## src/rtl/fan_tach_pkg.sv

```systemverilog
package fan_tach_pkg;

   typedef enum logic {
      BYTE_LO = 1'b0,
      BYTE_HI = 1'b1
   } byte_sel_e;

endpackage

```

## src/rtl/tach_edge_sync.sv

```systemverilog
module tach_edge_sync #(
   parameter int STAGES = 2
) (
   input  logic clk,
   input  logic rst_n,
   input  logic tach_i,
   output logic rise_o
);

   // STAGES synchronizer flops plus one history flop for the edge compare
   logic [STAGES:0] shreg;

   always_ff @(posedge clk or negedge rst_n) begin
      if (!rst_n) shreg <= '0;
      else        shreg <= {shreg[STAGES-1:0], tach_i};
   end

   assign rise_o = shreg[STAGES-1] & ~shreg[STAGES];

   // a synchronized rising edge is a single-cycle event
   a_r2_rise_isolated: assert property (@(posedge clk) disable iff (!rst_n)
      rise_o |=> !rise_o);

endmodule

```

## src/rtl/tick_prescaler.sv

```systemverilog
module tick_prescaler #(
   parameter int DIV = 2222
) (
   input  logic clk,
   input  logic rst_n,
   output logic tick_o
);

   localparam int CW = (DIV > 1) ? $clog2(DIV) : 1;
   localparam logic [CW-1:0] LAST = CW'(DIV - 1);

   logic [CW-1:0] phase;

   always_ff @(posedge clk or negedge rst_n) begin
      if (!rst_n)             phase <= '0;
      else if (phase == LAST) phase <= '0;
      else                    phase <= phase + 1'b1;
   end

   assign tick_o = (phase == LAST);

   generate
      if (DIV > 1) begin : g_divided
         // with a real divider, ticks never come back to back
         a_r1_tick_gap: assert property (@(posedge clk) disable iff (!rst_n)
            tick_o |=> !tick_o);
      end else begin : g_passthru
         // a divide-by-one timebase ticks every cycle
         a_r1_tick_every: assert property (@(posedge clk) disable iff (!rst_n)
            tick_o);
      end
   endgenerate

endmodule

```

## src/rtl/period_counter.sv

```systemverilog
module period_counter #(
   parameter int CNT_W         = 16,
   parameter int TIMEOUT_TICKS = 90000
) (
   input  logic             clk,
   input  logic             rst_n,
   input  logic             tick,
   input  logic             rise,
   input  logic             slow_en,
   output logic [CNT_W-1:0] value_o
);

   localparam int IW = $clog2(TIMEOUT_TICKS + 1);
   localparam logic [CNT_W-1:0] STOP_CODE = '1;
   localparam logic [CNT_W-1:0] SLOW_CODE = {{(CNT_W-1){1'b1}}, 1'b0};
   localparam logic [CNT_W-1:0] MAX_REAL  = {{(CNT_W-2){1'b1}}, 2'b01};
   localparam logic [IW-1:0]    TMO       = IW'(TIMEOUT_TICKS);
   localparam logic [IW-1:0]    TMO_M1    = IW'(TIMEOUT_TICKS - 1);

   logic             armed;     // a revolution start edge has been seen
   logic             half;      // the middle edge of the revolution has been seen
   logic [CNT_W-1:0] rev_cnt;
   logic [IW-1:0]    idle_cnt;

   logic [CNT_W-1:0] rev_inc;
   logic [IW-1:0]    idle_inc;
   logic [CNT_W-1:0] sat_code;
   logic             rev_end, stall, sat_hit;

   always_comb begin
      rev_inc  = (tick && rev_cnt != STOP_CODE) ? rev_cnt + 1'b1 : rev_cnt;
      idle_inc = (tick && idle_cnt != TMO) ? idle_cnt + 1'b1 : idle_cnt;
      sat_code = slow_en ? SLOW_CODE : STOP_CODE;
      rev_end  = rise && armed && half;
      stall    = !rise && tick && idle_cnt == TMO_M1;
      sat_hit  = armed && tick && rev_cnt == MAX_REAL && !rev_end;
   end

   always_ff @(posedge clk or negedge rst_n) begin
      if (!rst_n) begin
         armed    <= 1'b0;
         half     <= 1'b0;
         rev_cnt  <= '0;
         idle_cnt <= '0;
         value_o  <= STOP_CODE;
      end else begin
         idle_cnt <= rise ? '0 : idle_inc;
         if (rise) begin
            if (!armed) begin
               armed   <= 1'b1;
               half    <= 1'b0;
               rev_cnt <= '0;
            end else if (!half) begin
               half    <= 1'b1;
               rev_cnt <= rev_inc;
            end else begin
               half    <= 1'b0;
               rev_cnt <= '0;
               value_o <= (rev_inc > MAX_REAL) ? sat_code : rev_inc;
            end
         end else if (stall) begin
            armed   <= 1'b0;
            half    <= 1'b0;
            rev_cnt <= '0;
            value_o <= STOP_CODE;
         end else begin
            if (armed)   rev_cnt <= rev_inc;
            if (sat_hit) value_o <= sat_code;
         end
      end
   end

   // an in-range revolution is published exactly as counted
   a_r3_value_passthrough: assert property (@(posedge clk) disable iff (!rst_n)
      (rev_end && rev_inc <= MAX_REAL) |=> value_o == $past(rev_inc));

   // the slow code appears only when the option was set
   a_r6_slow_code_needs_option: assert property (@(posedge clk) disable iff (!rst_n)
      (!$stable(value_o) && value_o == SLOW_CODE) |-> $past(slow_en));

   // the reading changes only on a tick or a tach edge
   a_r10_hold_between_events: assert property (@(posedge clk) disable iff (!rst_n)
      !$stable(value_o) |-> $past(tick || rise));

   // the silence counter never runs past the stall window
   always_comb begin
      if (rst_n) a_r5_idle_bound: assert (idle_cnt <= TMO);
   end

endmodule

```

## src/rtl/byte_readout.sv

```systemverilog
module byte_readout
   import fan_tach_pkg::*;
#(
   parameter int BYTE_W = 8
) (
   input  logic                clk,
   input  logic                rst_n,
   input  logic [2*BYTE_W-1:0] value_i,
   input  logic                rd_en,
   input  logic                rd_sel,
   output logic [BYTE_W-1:0]   rd_data
);

   logic [2*BYTE_W-1:0] snap;
   logic                pend;
   byte_sel_e           pend_sel;
   byte_sel_e           sel;
   logic                take_frozen;

   function automatic logic [BYTE_W-1:0] pick(input logic [2*BYTE_W-1:0] w,
                                              input byte_sel_e s);
      return (s == BYTE_HI) ? w[2*BYTE_W-1:BYTE_W] : w[BYTE_W-1:0];
   endfunction

   assign sel         = byte_sel_e'(rd_sel);
   assign take_frozen = pend && (sel == pend_sel);

   always_ff @(posedge clk or negedge rst_n) begin
      if (!rst_n) begin
         snap     <= '0;
         pend     <= 1'b0;
         pend_sel <= BYTE_LO;
         rd_data  <= '0;
      end else if (rd_en) begin
         if (take_frozen) begin
            rd_data <= pick(snap, sel);
            pend    <= 1'b0;
         end else begin
            rd_data  <= pick(value_i, sel);
            snap     <= value_i;
            pend     <= 1'b1;
            pend_sel <= byte_sel_e'(~rd_sel);
         end
      end
   end

   // the frozen partner byte does not move while waiting to be read
   a_r8_snapshot_frozen: assert property (@(posedge clk) disable iff (!rst_n)
      (pend && !rd_en) |=> ($stable(snap) && $stable(pend_sel) && pend));

   // reading the frozen byte closes the pair
   a_r9_pair_completes: assert property (@(posedge clk) disable iff (!rst_n)
      (rd_en && take_frozen) |=> !pend);

   // rd_data only changes in answer to a read
   a_r7_data_on_read: assert property (@(posedge clk) disable iff (!rst_n)
      !$stable(rd_data) |-> $past(rd_en));

endmodule

```

## src/rtl/fan_period_meter.sv

```systemverilog
module fan_period_meter #(
   parameter int CLK_HZ        = 200_000_000,
   parameter int TICK_HZ       = 90_000,
   parameter int BYTE_W        = 8,
   parameter int CNT_W         = 16,
   parameter int TIMEOUT_TICKS = 90_000,
   parameter int SYNC_STAGES   = 2
) (
   input  logic              clk,
   input  logic              rst_n,
   input  logic              tach_i,
   input  logic              slow_en,
   input  logic              rd_en,
   input  logic              rd_sel,
   output logic [BYTE_W-1:0] rd_data
);

   localparam int DIV = CLK_HZ / TICK_HZ;

   generate
      if (CNT_W != 2 * BYTE_W) begin : g_bad_width
         $error("count width must be exactly two bytes");
      end
      if (DIV < 1) begin : g_bad_div
         $error("system clock must be at least the tick rate");
      end
      if (SYNC_STAGES < 2) begin : g_bad_sync
         $error("synchronizer needs at least two stages");
      end
      if (TIMEOUT_TICKS < 2) begin : g_bad_tmo
         $error("stall window must be at least two ticks");
      end
   endgenerate

   logic             rise;
   logic             tick;
   logic [CNT_W-1:0] reading;

   tach_edge_sync #(.STAGES(SYNC_STAGES)) u_sync (
      .clk    (clk),
      .rst_n  (rst_n),
      .tach_i (tach_i),
      .rise_o (rise)
   );

   tick_prescaler #(.DIV(DIV)) u_tick (
      .clk    (clk),
      .rst_n  (rst_n),
      .tick_o (tick)
   );

   period_counter #(
      .CNT_W         (CNT_W),
      .TIMEOUT_TICKS (TIMEOUT_TICKS)
   ) u_count (
      .clk     (clk),
      .rst_n   (rst_n),
      .tick    (tick),
      .rise    (rise),
      .slow_en (slow_en),
      .value_o (reading)
   );

   byte_readout #(.BYTE_W(BYTE_W)) u_read (
      .clk     (clk),
      .rst_n   (rst_n),
      .value_i (reading),
      .rd_en   (rd_en),
      .rd_sel  (rd_sel),
      .rd_data (rd_data)
   );

endmodule

```

## config.mk

```make
export PLATFORM = sky130hd
export DESIGN_NAME = fan_period_meter
export DESIGN_NICKNAME = d
export VERILOG_FILES = /design/src/rtl/fan_tach_pkg.sv /design/src/rtl/tach_edge_sync.sv /design/src/rtl/tick_prescaler.sv /design/src/rtl/period_counter.sv /design/src/rtl/byte_readout.sv /design/src/rtl/fan_period_meter.sv
export SDC_FILE = /design/constraint.sdc
export NUM_CORES = 1
export LEC_CHECK = 0
export CORE_ASPECT_RATIO = 2
export CORE_MARGIN = 2
export CORE_UTILIZATION = 55
export DETAILED_ROUTE_END_ITERATION = 8
export DONT_BUFFER_PORTS = 1
export PLACE_DENSITY = 0.73
export SLEW_MARGIN = 20
export SYNTH_ARGS = -nofsm -noshare
export SYNTH_HDL_FRONTEND = slang
export SYNTH_SLANG_ARGS = --single-unit
```

## constraint.sdc

```tcl
create_clock -name clk -period 2.59 [get_ports clk]
set_clock_uncertainty 0.15 [all_clocks]
set_input_delay 0.518 -clock clk [delete_from_list [all_inputs] [get_ports clk]]
set_output_delay 0.518 -clock clk [all_outputs]
set_load 0.01 [all_outputs]
```

==> results of run 1 <==
[metal layers]
layer / up-vias / GRT usage [%]
met4: 0 / 19.8
met3: 61 / 4.33
met1: 1798 / 23.7
met2: 86 / 50.9
li1: 1709 / -
met5: - / 0
[cells in the mapped netlist, drive strengths merged (3+ instances only)]
library cell	instances	area share (%)
buf	10	1.1
nor3	5	0.64
and3	7	0.93
mux4	8	3.8
dfrtp	76	40
nand2b	3	0.40
a31oi	4	0.66
nor2	60	4.8
mux2	24	5.7
nand4	12	1.6
nor2b	5	0.66
and4	3	0.56
o21ai	17	1.9
nand2	32	2.6
xnor2	20	3.7
or4	3	0.48
o31ai	8	1.3
dfstp	16	8.9
mux2i	3	0.64
inv	11	0.88
ha	6	1.6
nor4	7	1.6
a21oi	22	2.4
nand3	20	2.1
xor2	22	4.1
clkbuf	11	0.90
[cell type report]
type / instances / area share (%)
repair buffers: 78 / 10.6
clock buffers: 11 / 4.09
well taps: 98 / 2.06
flip-flops and latches: 92 / 39.1
clock inverters: 5 / 1.01
inverters: 11 / 0.737
multi-input cells: 318 / 42.5
[flip-flops by register name, summed over array words and instances (netlist names)]
signal and flops:
u_count.rev_cnt 16, u_read.pend_sel 1, u_count.idle_cnt 17, u_read.pend 1, u_tick.phase 12, u_count.armed 1, u_sync.shreg 3, u_read.snap 16
u_count.value_o 16, u_count.half 1, u_read.rd_data 8
[worst max path at each step]
stage | from | endpoint
CTS | u_tick.phase[8]$_DFF_PN0_ | u_count.value_o[0]$_DFFE_PN1P_
floorplan | u_tick.phase[8]$_DFF_PN0_ | u_count.value_o[0]$_DFFE_PN1P_
global placement | u_tick.phase[8]$_DFF_PN0_ | u_count.value_o[2]$_DFFE_PN1P_
detailed placement | u_tick.phase[8]$_DFF_PN0_ | u_count.value_o[3]$_DFFE_PN1P_
global route | u_tick.phase[4]$_DFF_PN0_ | u_count.value_o[2]$_DFFE_PN1P_
finish | u_count.rev_cnt[1]$_DFFE_PN0P_ | u_count.value_o[2]$_DFFE_PN1P_
[worst register-to-register path, stage by stage, from the launching register on]
cell	delay [ns]
dfrtp_1	0.38
ha_1	0.28
nand4_1	0.15
or4_1	0.57
nand4_1	0.20
xnor2_2	0.12
nor4_4	0.43
a31oi_4	0.20
a21oi_2	0.20
[per-stage QoR]
step                cells  setup slack, ns  utilization, %
CTS                   609           -0.158            69.1
floorplan             442          -0.0540               -
detailed placement    590           -0.296            64.3
finish                613           -0.169            71.7
global placement      590           -0.166            64.3
global route          613           -0.249            71.7
[cell families (layout without fill, tap and decap cells)]
group	after synthesis	count (layout)
AOI/OAI and AO/OA	66	66
and+or+nand+nor	169	169
adders and majority gates	6	6
DFF	92	92
muxes	35	35
buffers and inverters	32	105
xor gates and xnor gates	42	42
[power by group through the flow]
stage / logic (mW) / registers (mW) / clock network, mW
floorplan: 0.484 / 1.96 / 0
global placement: 0.529 / 1.99 / 0
detailed placement: 0.556 / 2.02 / 0
CTS: 0.573 / 1.99 / 1.35
global route: 0.691 / 2.06 / 1.39
finish: 0.639 / 2.02 / 1.32
[what timing repair did]
| action | in CTS | in global routing |
|---|---|---|
| hold endpoints to repair | 92 | 92 |
| resized for setup | 24 | 40 |
| cloned | 0 | 1 |
| endpoints found under the setup margin | 38 | 42 |
| pin swaps | 11 | 5 |
| setup buffers | 3 | 3 |
==> flow_summary.ini, run 1 <==
[run_status]
status = finished, violations left
violations = negative hold slack, negative setup slack

[place]
placed_area_mm2 = 0.00533
io_buffer_count = 0
routabilityCongestion = 0.968
dp_hpwl_mm = 8.53

[cells_and_area]
layout.nets = 522
syn2layout_area_growth_pct = 26.2
num-fill-cells = 590
multiInputGateArea_mm2 = 0.00252
final_cell_mix = dfrtp_1 (76), buf_4 (75), nor2_1 (48)
final_common_cell = dfrtp_1
num_antenna_cells = 0
layout-drive-gt1-share_pct = 38.6
regArea_mm2 = 0.00232
final_area_mm2 = 0.00594

[critical_path]
cp.depth = 8
path_max_fanout = 5
cp_common_cell = nand4_1
cp.required_ns = 2.72
start_kind = register
path_class = register to register
arrival_ns = 2.89
critPathSlowestCell = or4_1
critPathBufInv = 0
reg2reg_from = u_count.rev_cnt[1]$_DFFE_PN0P_
rr_worst_depth = 8
critPathTopFamily = simple AND/OR/NAND/NOR gates
max_stage_delay_ns = 0.57
r2r_slack_ns = -0.17
cp-end-kind = register
crit_path_cell_trace = ha_1 > nand4_1 > or4_1 > nand4_1 > xnor2_2 > nor4_4 > a31oi_4 > a21oi_2
r2r-end = u_count.value_o[2]$_DFFE_PN1P_

[power]
p_leak_nw = 2.51
cellInternalPower_mw = 2.97
pwr-share-clk_pct = 33.1
sw_frac_of_total_pct = 25.2
switchingPower_mw = 1.00
fin_total_pwr_mw = 3.97
combPwrFrac_pct = 16.1
ir_drop_v = 0.000391
p_seq_share_pct = 50.8
p_per_area_mw_per_mm2 = 669

[floorplan]
coreArea_mm2 = 0.00829
die_y_um = 135
die_w_um = 69.4
rows = 47
initial_core_util_pct = 56.8
io-pin-count = 14
die_area_mm2 = 0.00936

[drt]
antenna_left = 0
met2WireLength_mm = 6.75
drt_iter0_drc = 178
wire_per_inst_um = 19.4
dr.pass1.iters = 4
drc = 0
highest_layer = met4
wl_met3_um = 317
wl_met1_mm = 3.87
route.final.wire_length_mm = 11.9
vias_per_cell = 5.96
dr_total_vias = 3654

[clock_network]
cts.clk_slew.worst_paths_ns = 0.06
cts_max_level = 3
cts_tree = done
cts_root_buf = clkbuf_16
cts_max_path_buffers = 2
cts_sinks = 92
numCtsBuffers = 9
clkLatencyLatePin_ns = 0.34

[flow_run]
cap_violations = 0

[yosys]
yosysWarnings = 0
synth_top_family_by_area = simple AND/OR/NAND/NOR gates
syn_area_mm2 = 0.00471
synthCells = 442
synth-edff-count = 0
syn_area_per_cell_um2 = 10.7
synthXorXnorAreaFrac_pct = 7.81
async_reset_ff_share_pct = 100
synthAdderAreaFrac_pct = 1.59
synth.distinct_cells = 54
synth-simple-area-share_pct = 18.4
seq_area_frac_synth_pct = 49.3
ys_ff_latch = 92
synth_fp_nets = 454
yosys_most_used_dff = dfrtp_1
synth_compound_area_share_pct = 9.73
synth_mux_area_share_pct = 10.2

[timing]
fmax_mhz = 362
hold_violations = 92
final.setup.tns_ns = -1.78
fin_crit_ns = 2.76
timing.hold.ws_ns = -0.285
setup_violations = 21
grt_setup_unrepaired = yes
maxSlewHeadroom_pct = 53.6
min_period_over_period_pct = 107
drv_slew = 0
setup_ws_ns = -0.169
worst_pin_slew_ns = 0.691

[global_route]
track_usage_pct = 26.4
grt_max_degree = 93
grt_pass1_vias = 3867
grt_pass1_wl_mm = 18.8
antenna_found_initial = 0
grt-ovfl-total = 0

[hold_path]
hp-class = primary input to async pin
Note: power is estimated with default switching activity, not from simulation.
==> run 2: changes to the inputs <==
SYNTH_HIERARCHICAL = 1   (was unset)
==> run 2 against run 1 <==
  * Highest routed layer unchanged
  * Power rose by 2.4%
  * Synthesized area grew 8.2%
  * Final cell count is 6.0% higher
  * Largest cell class unchanged
  * Clock power is 7% higher
  * Global-route usage down 1.7 points
  * The run still ends with negative hold slack, negative setup slack left
  * Sequential cell count is the same
  * Core utilization is 3.4 points lower
==> flow_summary.ini, run 2 <==
[global_route]
grt_max_degree = 93
antenna_found_initial = 0
track_usage_pct = 24.7
grt-ovfl-total = 0
grt_pass1_wl_mm = 19.4
grt_pass1_vias = 4142

[critical_path]
max_stage_delay_ns = 0.53
crit_path_cell_trace = inv_1 > ha_2 > and4b_2 > and4_4 > buf_4 > nand4_1 > buf_4 > or4_4 > nor2_4 > nand3_2 > xor2_1 > nor2_1
rr_worst_depth = 12
cp-end-kind = register
cp.depth = 12
critPathSlowestCell = or4_4
critPathTopFamily = simple AND/OR/NAND/NOR gates
path_max_fanout = 4
arrival_ns = 2.78
cp.required_ns = 2.66
critPathBufInv = 3
cp_common_cell = buf_4
start_kind = register
path_class = register to register

[yosys]
syn_area_per_cell_um2 = 10.4
async_reset_ff_share_pct = 100
synth_top_area_share_pct = 37.3
synth.area.top_cells = dfrtp_1 (37%), dfstp_2 (8.3%), nor2_1 (3.8%)
yosysWarnings = 6
syn_area_mm2 = 0.00509
synthTopCellsByCount = dfrtp_1 (76), nor2_1 (52), nand2_1 (38), o21ai_0 (25), nand3_1 (18)
ys_ff_latch = 92
yosysMostFrequentCell = dfrtp_1
seq_area_frac_synth_pct = 45.6
yosys_most_used_dff = dfrtp_1
synthCells = 492
synth-edff-count = 0
synth_fp_nets = 504
synth_largest_area_cell = dfrtp_1
synth.distinct_cells = 73

[timing]
final.setup.tns_ns = -1.38
setup_violations = 25
fin_crit_ns = 2.71
grt_setup_unrepaired = yes
drv_slew = 0
timing.hold.ws_ns = -0.275
maxSlewHeadroom_pct = 72.4
min_period_over_period_pct = 105
hold_violations = 92
fmax_mhz = 368
worst_pin_slew_ns = 0.415
setup_ws_ns = -0.125

[power]
ir_drop_v = 0.000341
p_per_area_mw_per_mm2 = 661
p_leak_nw = 2.67
fin_total_pwr_mw = 4.07

[cells_and_area]
layout.nets = 555
final_cell_mix = dfrtp_1 (76), buf_4 (55), nor2_1 (44)
largest_reg_flops = 17
top_register = u_count/idle_cnt
final_area_mm2 = 0.00615
layout-drive-gt1-share_pct = 32.8
syn2layout_area_growth_pct = 20.9
num-fill-cells = 672
num_antenna_cells = 0
final_core_util_pct = 68.3
final_common_cell = dfrtp_1
fin_cells = 650

[clock_network]
cts_root_buf = clkbuf_16
cts_max_level = 3
cts_max_path_buffers = 2
cts.clk_slew.worst_paths_ns = 0.07
cts_sinks = 92
numCtsBuffers = 9
clkLatencyLatePin_ns = 0.34
cts_tree = done

[drt]
dr.pass1.iters = 6
route.final.wire_length_mm = 12.4
wire_per_inst_um = 19.0
drt_iter0_drc = 281
drc = 0
antenna_left = 0
vias_per_cell = 6.24
dr_total_vias = 4059

[floorplan]
coreArea_mm2 = 0.00901
io-pin-count = 14
initial_core_util_pct = 56.5
die_w_um = 72.0
die_area_mm2 = 0.0101
rows = 49
die_y_um = 140

[place]
place_ws_ns = -0.239
dp_hpwl_mm = 8.34
dp.cells = 616
routabilityCongestion = 0.908
io_buffer_count = 0
placed_area_mm2 = 0.00542

[run_status]
violations = negative hold slack, negative setup slack
status = finished, violations left

[flow_run]
cap_violations = 0

[hold_path]
hp-class = primary input to async pin
run 2: changes by cell type in the layout (fill, tap and decap cells not counted), moves of 10 or more:
cell	previous run	this run
a21oi_2	17	5
o21ai_0	4	17
mux2_2	24	9
nor3_1	3	14
buf_4	75	55
mux2i_1	3	14
a31oi_1	3	13
run 2: worst paths after layout:
path / slack [ns] / from / to
min reg2reg: 0.20 / u_sync/shreg[0]$_DFF_PN0_ / u_sync/shreg[1]$_DFF_PN0_
max reg2reg: -0.12 / u_tick/phase[1]$_DFF_PN0_ / u_count/idle_cnt[14]$_DFFE_PN0P_
max in group asynchronous: 2.35 / rst_n / u_count/value_o[1]$_DFFE_PN1P_
min: -0.27 / rst_n / u_read/snap[5]$_DFFE_PN0P_
max: -0.12 / u_tick/phase[1]$_DFF_PN0_ / u_count/idle_cnt[14]$_DFFE_PN0P_
min in group clk: 0.06 / tach_i / u_sync/shreg[0]$_DFF_PN0_
run 2: where the power goes:
part / internal, mW / total, mW / switching, mW
clock: 0.877 / 1.41 / 0.533
combinational: 0.399 / 0.671 / 0.272
sequential: 1.76 / 1.99 / 0.226
run 2: cell families after synthesis:
| family | Yosys count | synth area share (%) |
|---|---|---|
| multiplexers | 32 | 7.30 |
| flip-flops | 92 | 45.6 |
| XOR/XNOR | 31 | 5.70 |
| AND/OR/NAND/NOR | 190 | 20.9 |
| AO/OA/AOI/OAI | 99 | 14.1 |
| buffers and inverters | 42 | 4.99 |
| adder cells (fa/ha/maj) | 6 | 1.47 |
run 2: final cells by class:
| cell class | instances | area, um^2 | share of cell area (%) |
|---|---|---|---|
| multi-input combinational | 358 | 2720 | 44.2 |
| timing repair buffer | 69 | 608 | 9.88 |
| clock inverter | 5 | 82.6 | 1.34 |
| tap | 102 | 128 | 2.07 |
| inverter | 13 | 48.8 | 0.793 |
| clock buffer | 11 | 243 | 3.94 |
| sequential | 92 | 2320 | 37.7 |
run 2: what timing repair did:
action | 4_1_cts | 5_1_grt
setup endpoints to repair | 32 | 32
gates cloned | 0 | 4
buffers inserted | 5 | 10
hold endpoints to repair | 92 | 92
resized for setup | 16 | 48
pin swaps | 13 | 5
run 2: metal layers:
metal  up-vias  GRT usage [%]  routed length [um]
met3        57           3.38                 344
met1      2007           24.4                4240
met4         0           14.8                 784
li1       1888              -                   -
met2       107           46.4                7010
met5         -              0                   0
==> run 3: changes to the inputs <==
CORE_MARGIN = 1   (was 2)
==> run 3 against run 2 <==
  * Register-to-register slack improved by 0.09 ns
  * Setup slack improved by 0.088 ns
  * Combinational power decreased by 6.9%
  * The flow still finishes with violations (negative hold slack, negative setup slack)
  * Critical path type unchanged
==> flow_summary.ini, run 3 (synthesis gave the netlist of run 2 again) <==
[run_status]
status = finished, violations left
violations = negative hold slack, negative setup slack

[clock_network]
cts_max_path_buffers = 2
clkLatencyLatePin_ns = 0.35
cts_tree = done
cts_max_level = 3
cts_sinks = 92
cts_root_buf = clkbuf_16
numCtsBuffers = 9
cts.clk_slew.worst_paths_ns = 0.07

[cells_and_area]
syn2layout_area_growth_pct = 18.1
layout.nets = 551
fin_cells = 646
layout-drive-gt1-share_pct = 30.7
top_register = u_count/idle_cnt
final_common_cell = dfrtp_1
final_cell_mix = dfrtp_1 (76), buf_4 (57), nor2_1 (49)
num_antenna_cells = 0
largest_reg_flops = 17

[critical_path]
arrival_ns = 2.75
r2r_slack_ns = -0.04
start_kind = register
cp-endpoint = u_count/value_o[2]$_DFFE_PN1P_
path_max_fanout = 5
startpoint = u_tick/phase[1]$_DFF_PN0_
r2r-end = u_count/value_o[2]$_DFFE_PN1P_
crit_path_cell_trace = inv_1 > ha_1 > and4b_2 > and4_4 > nand4_1 > buf_4 > nor3_4 > mux2i_2 > nor4_4 > nand3_2 > a31oi_1
cp-end-kind = register
rr_worst_depth = 11
path_class = register to register
critPathSlowestCell = dfrtp_1
max_stage_delay_ns = 0.37
cp.required_ns = 2.71
reg2reg_from = u_tick/phase[1]$_DFF_PN0_

[timing]
fin_crit_ns = 2.63
maxSlewHeadroom_pct = 70.4
drv_slew = 0
timing.hold.ws_ns = -0.290
fmax_mhz = 381
grt_setup_unrepaired = yes
setup_ws_ns = -0.0365
setup_violations = 6
worst_pin_slew_ns = 0.441
min_period_over_period_pct = 101
hold_violations = 92

[drt]
dr_total_vias = 3990
drt_iter0_drc = 239
wire_per_inst_um = 18.7
dr.pass1.iters = 4
drc = 0
route.final.wire_length_mm = 12.1
vias_per_cell = 6.18
antenna_left = 0

[floorplan]
die_y_um = 138
die_area_mm2 = 0.00967
coreArea_mm2 = 0.00901
die_w_um = 70.0
initial_core_util_pct = 56.5
io-pin-count = 14
rows = 49

[global_route]
antenna_found_initial = 0
track_usage_pct = 25.6
grt-ovfl-total = 0
grt_pass1_wl_mm = 19.3
grt_pass1_vias = 3987
grt_max_degree = 93

[power]
p_leak_nw = 2.61
p_per_area_mw_per_mm2 = 650
ir_drop_v = 0.000403

[place]
routabilityCongestion = 0.917
io_buffer_count = 0
place_ws_ns = -0.232
dp.cells = 621
dp_hpwl_mm = 8.26

[hold_path]
hp-class = primary input to async pin

[flow_run]
cap_violations = 0
==> run 3: worst min-delay path by stage <==
stage                     start                               to  slack, ns  cells after the start
after global routing      rst_n   u_count/rev_cnt[8]$_DFFE_PN0P_      -0.30                      0
after CTS                 rst_n        u_sync/shreg[0]$_DFF_PN0_      -0.30                      0
after global placement    rst_n       u_read/snap[5]$_DFFE_PN0P_       0.08                      0
after detailed placement  rst_n  u_count/rev_cnt[11]$_DFFE_PN0P_       0.07                      0
final                     rst_n   u_count/rev_cnt[8]$_DFFE_PN0P_      -0.29                      0
after floorplan           rst_n        u_count/armed$_DFFE_PN0N_       0.07                      0
==> run 3: through the flow <==
stage	cell area, um^2	util [%]	total power, mW	hold WS [ns]	setup TNS [ns]
after global placement	5460	60.6	2.56	0.0754	-1.63
after detailed placement	5460	60.6	2.60	0.0749	-2.42
final	6010	66.7	3.91	-0.290	-0.174
after floorplan	5110	-	2.46	0.0724	0
after CTS	5860	65.0	3.93	-0.299	-0.0743
after global routing	6010	66.7	4.09	-0.303	-1.90
==> run 3: routing by layer <==
layer | up-vias | track usage (%) | wire length (um)
met5 | - | 0 | 0
li1 | 1878 | - | -
met3 | 43 | 3.86 | 263
met2 | 89 | 46.6 | 6880
met1 | 1980 | 26.5 | 4280
met4 | 0 | 16.3 | 649
==> run 3: repair_timing <==
item                                    CTS  global route
hold endpoints to repair                 92            92
endpoints found under the setup margin   28            29
buffers inserted                          5             3
cloned                                    0             2
resized for setup                        15            24
pin swaps                                12             5
==> run 3: cell type report <==
| class | count | area (um^2) |
|---|---|---|
| repair buffers | 65 | 538 |
| clock buffers | 9 | 225 |
| flip-flops and latches | 92 | 2320 |
| fillers | 676 | 3000 |
| multi-input cells | 358 | 2680 |
| inverters | 13 | 48.8 |
| clock inverters | 7 | 76.3 |
| well taps | 102 | 128 |
==> run 3: where the power goes <==
group | internal [mW] | total (mW) | switching [mW] | leakage, nW
registers | 1.76 | 1.97 | 0.206 | 1.14
clock network | 0.754 | 1.32 | 0.567 | 0.147
logic | 0.367 | 0.625 | 0.258 | 1.33
total | 2.88 | 3.91 | 1.03 | 2.61
==> run 3: worst max-delay path, delay by kind of cell (launching register included) <==
kind,cells,cell delay (ns)
AO/OA/AOI/OAI,1,0.21
multiplexers,1,0.12
AND/OR/NAND/NOR,6,1.30
flip-flops,1,0.37
buffers and inverters,2,0.27
adder cells (fa/ha/maj),1,0.12
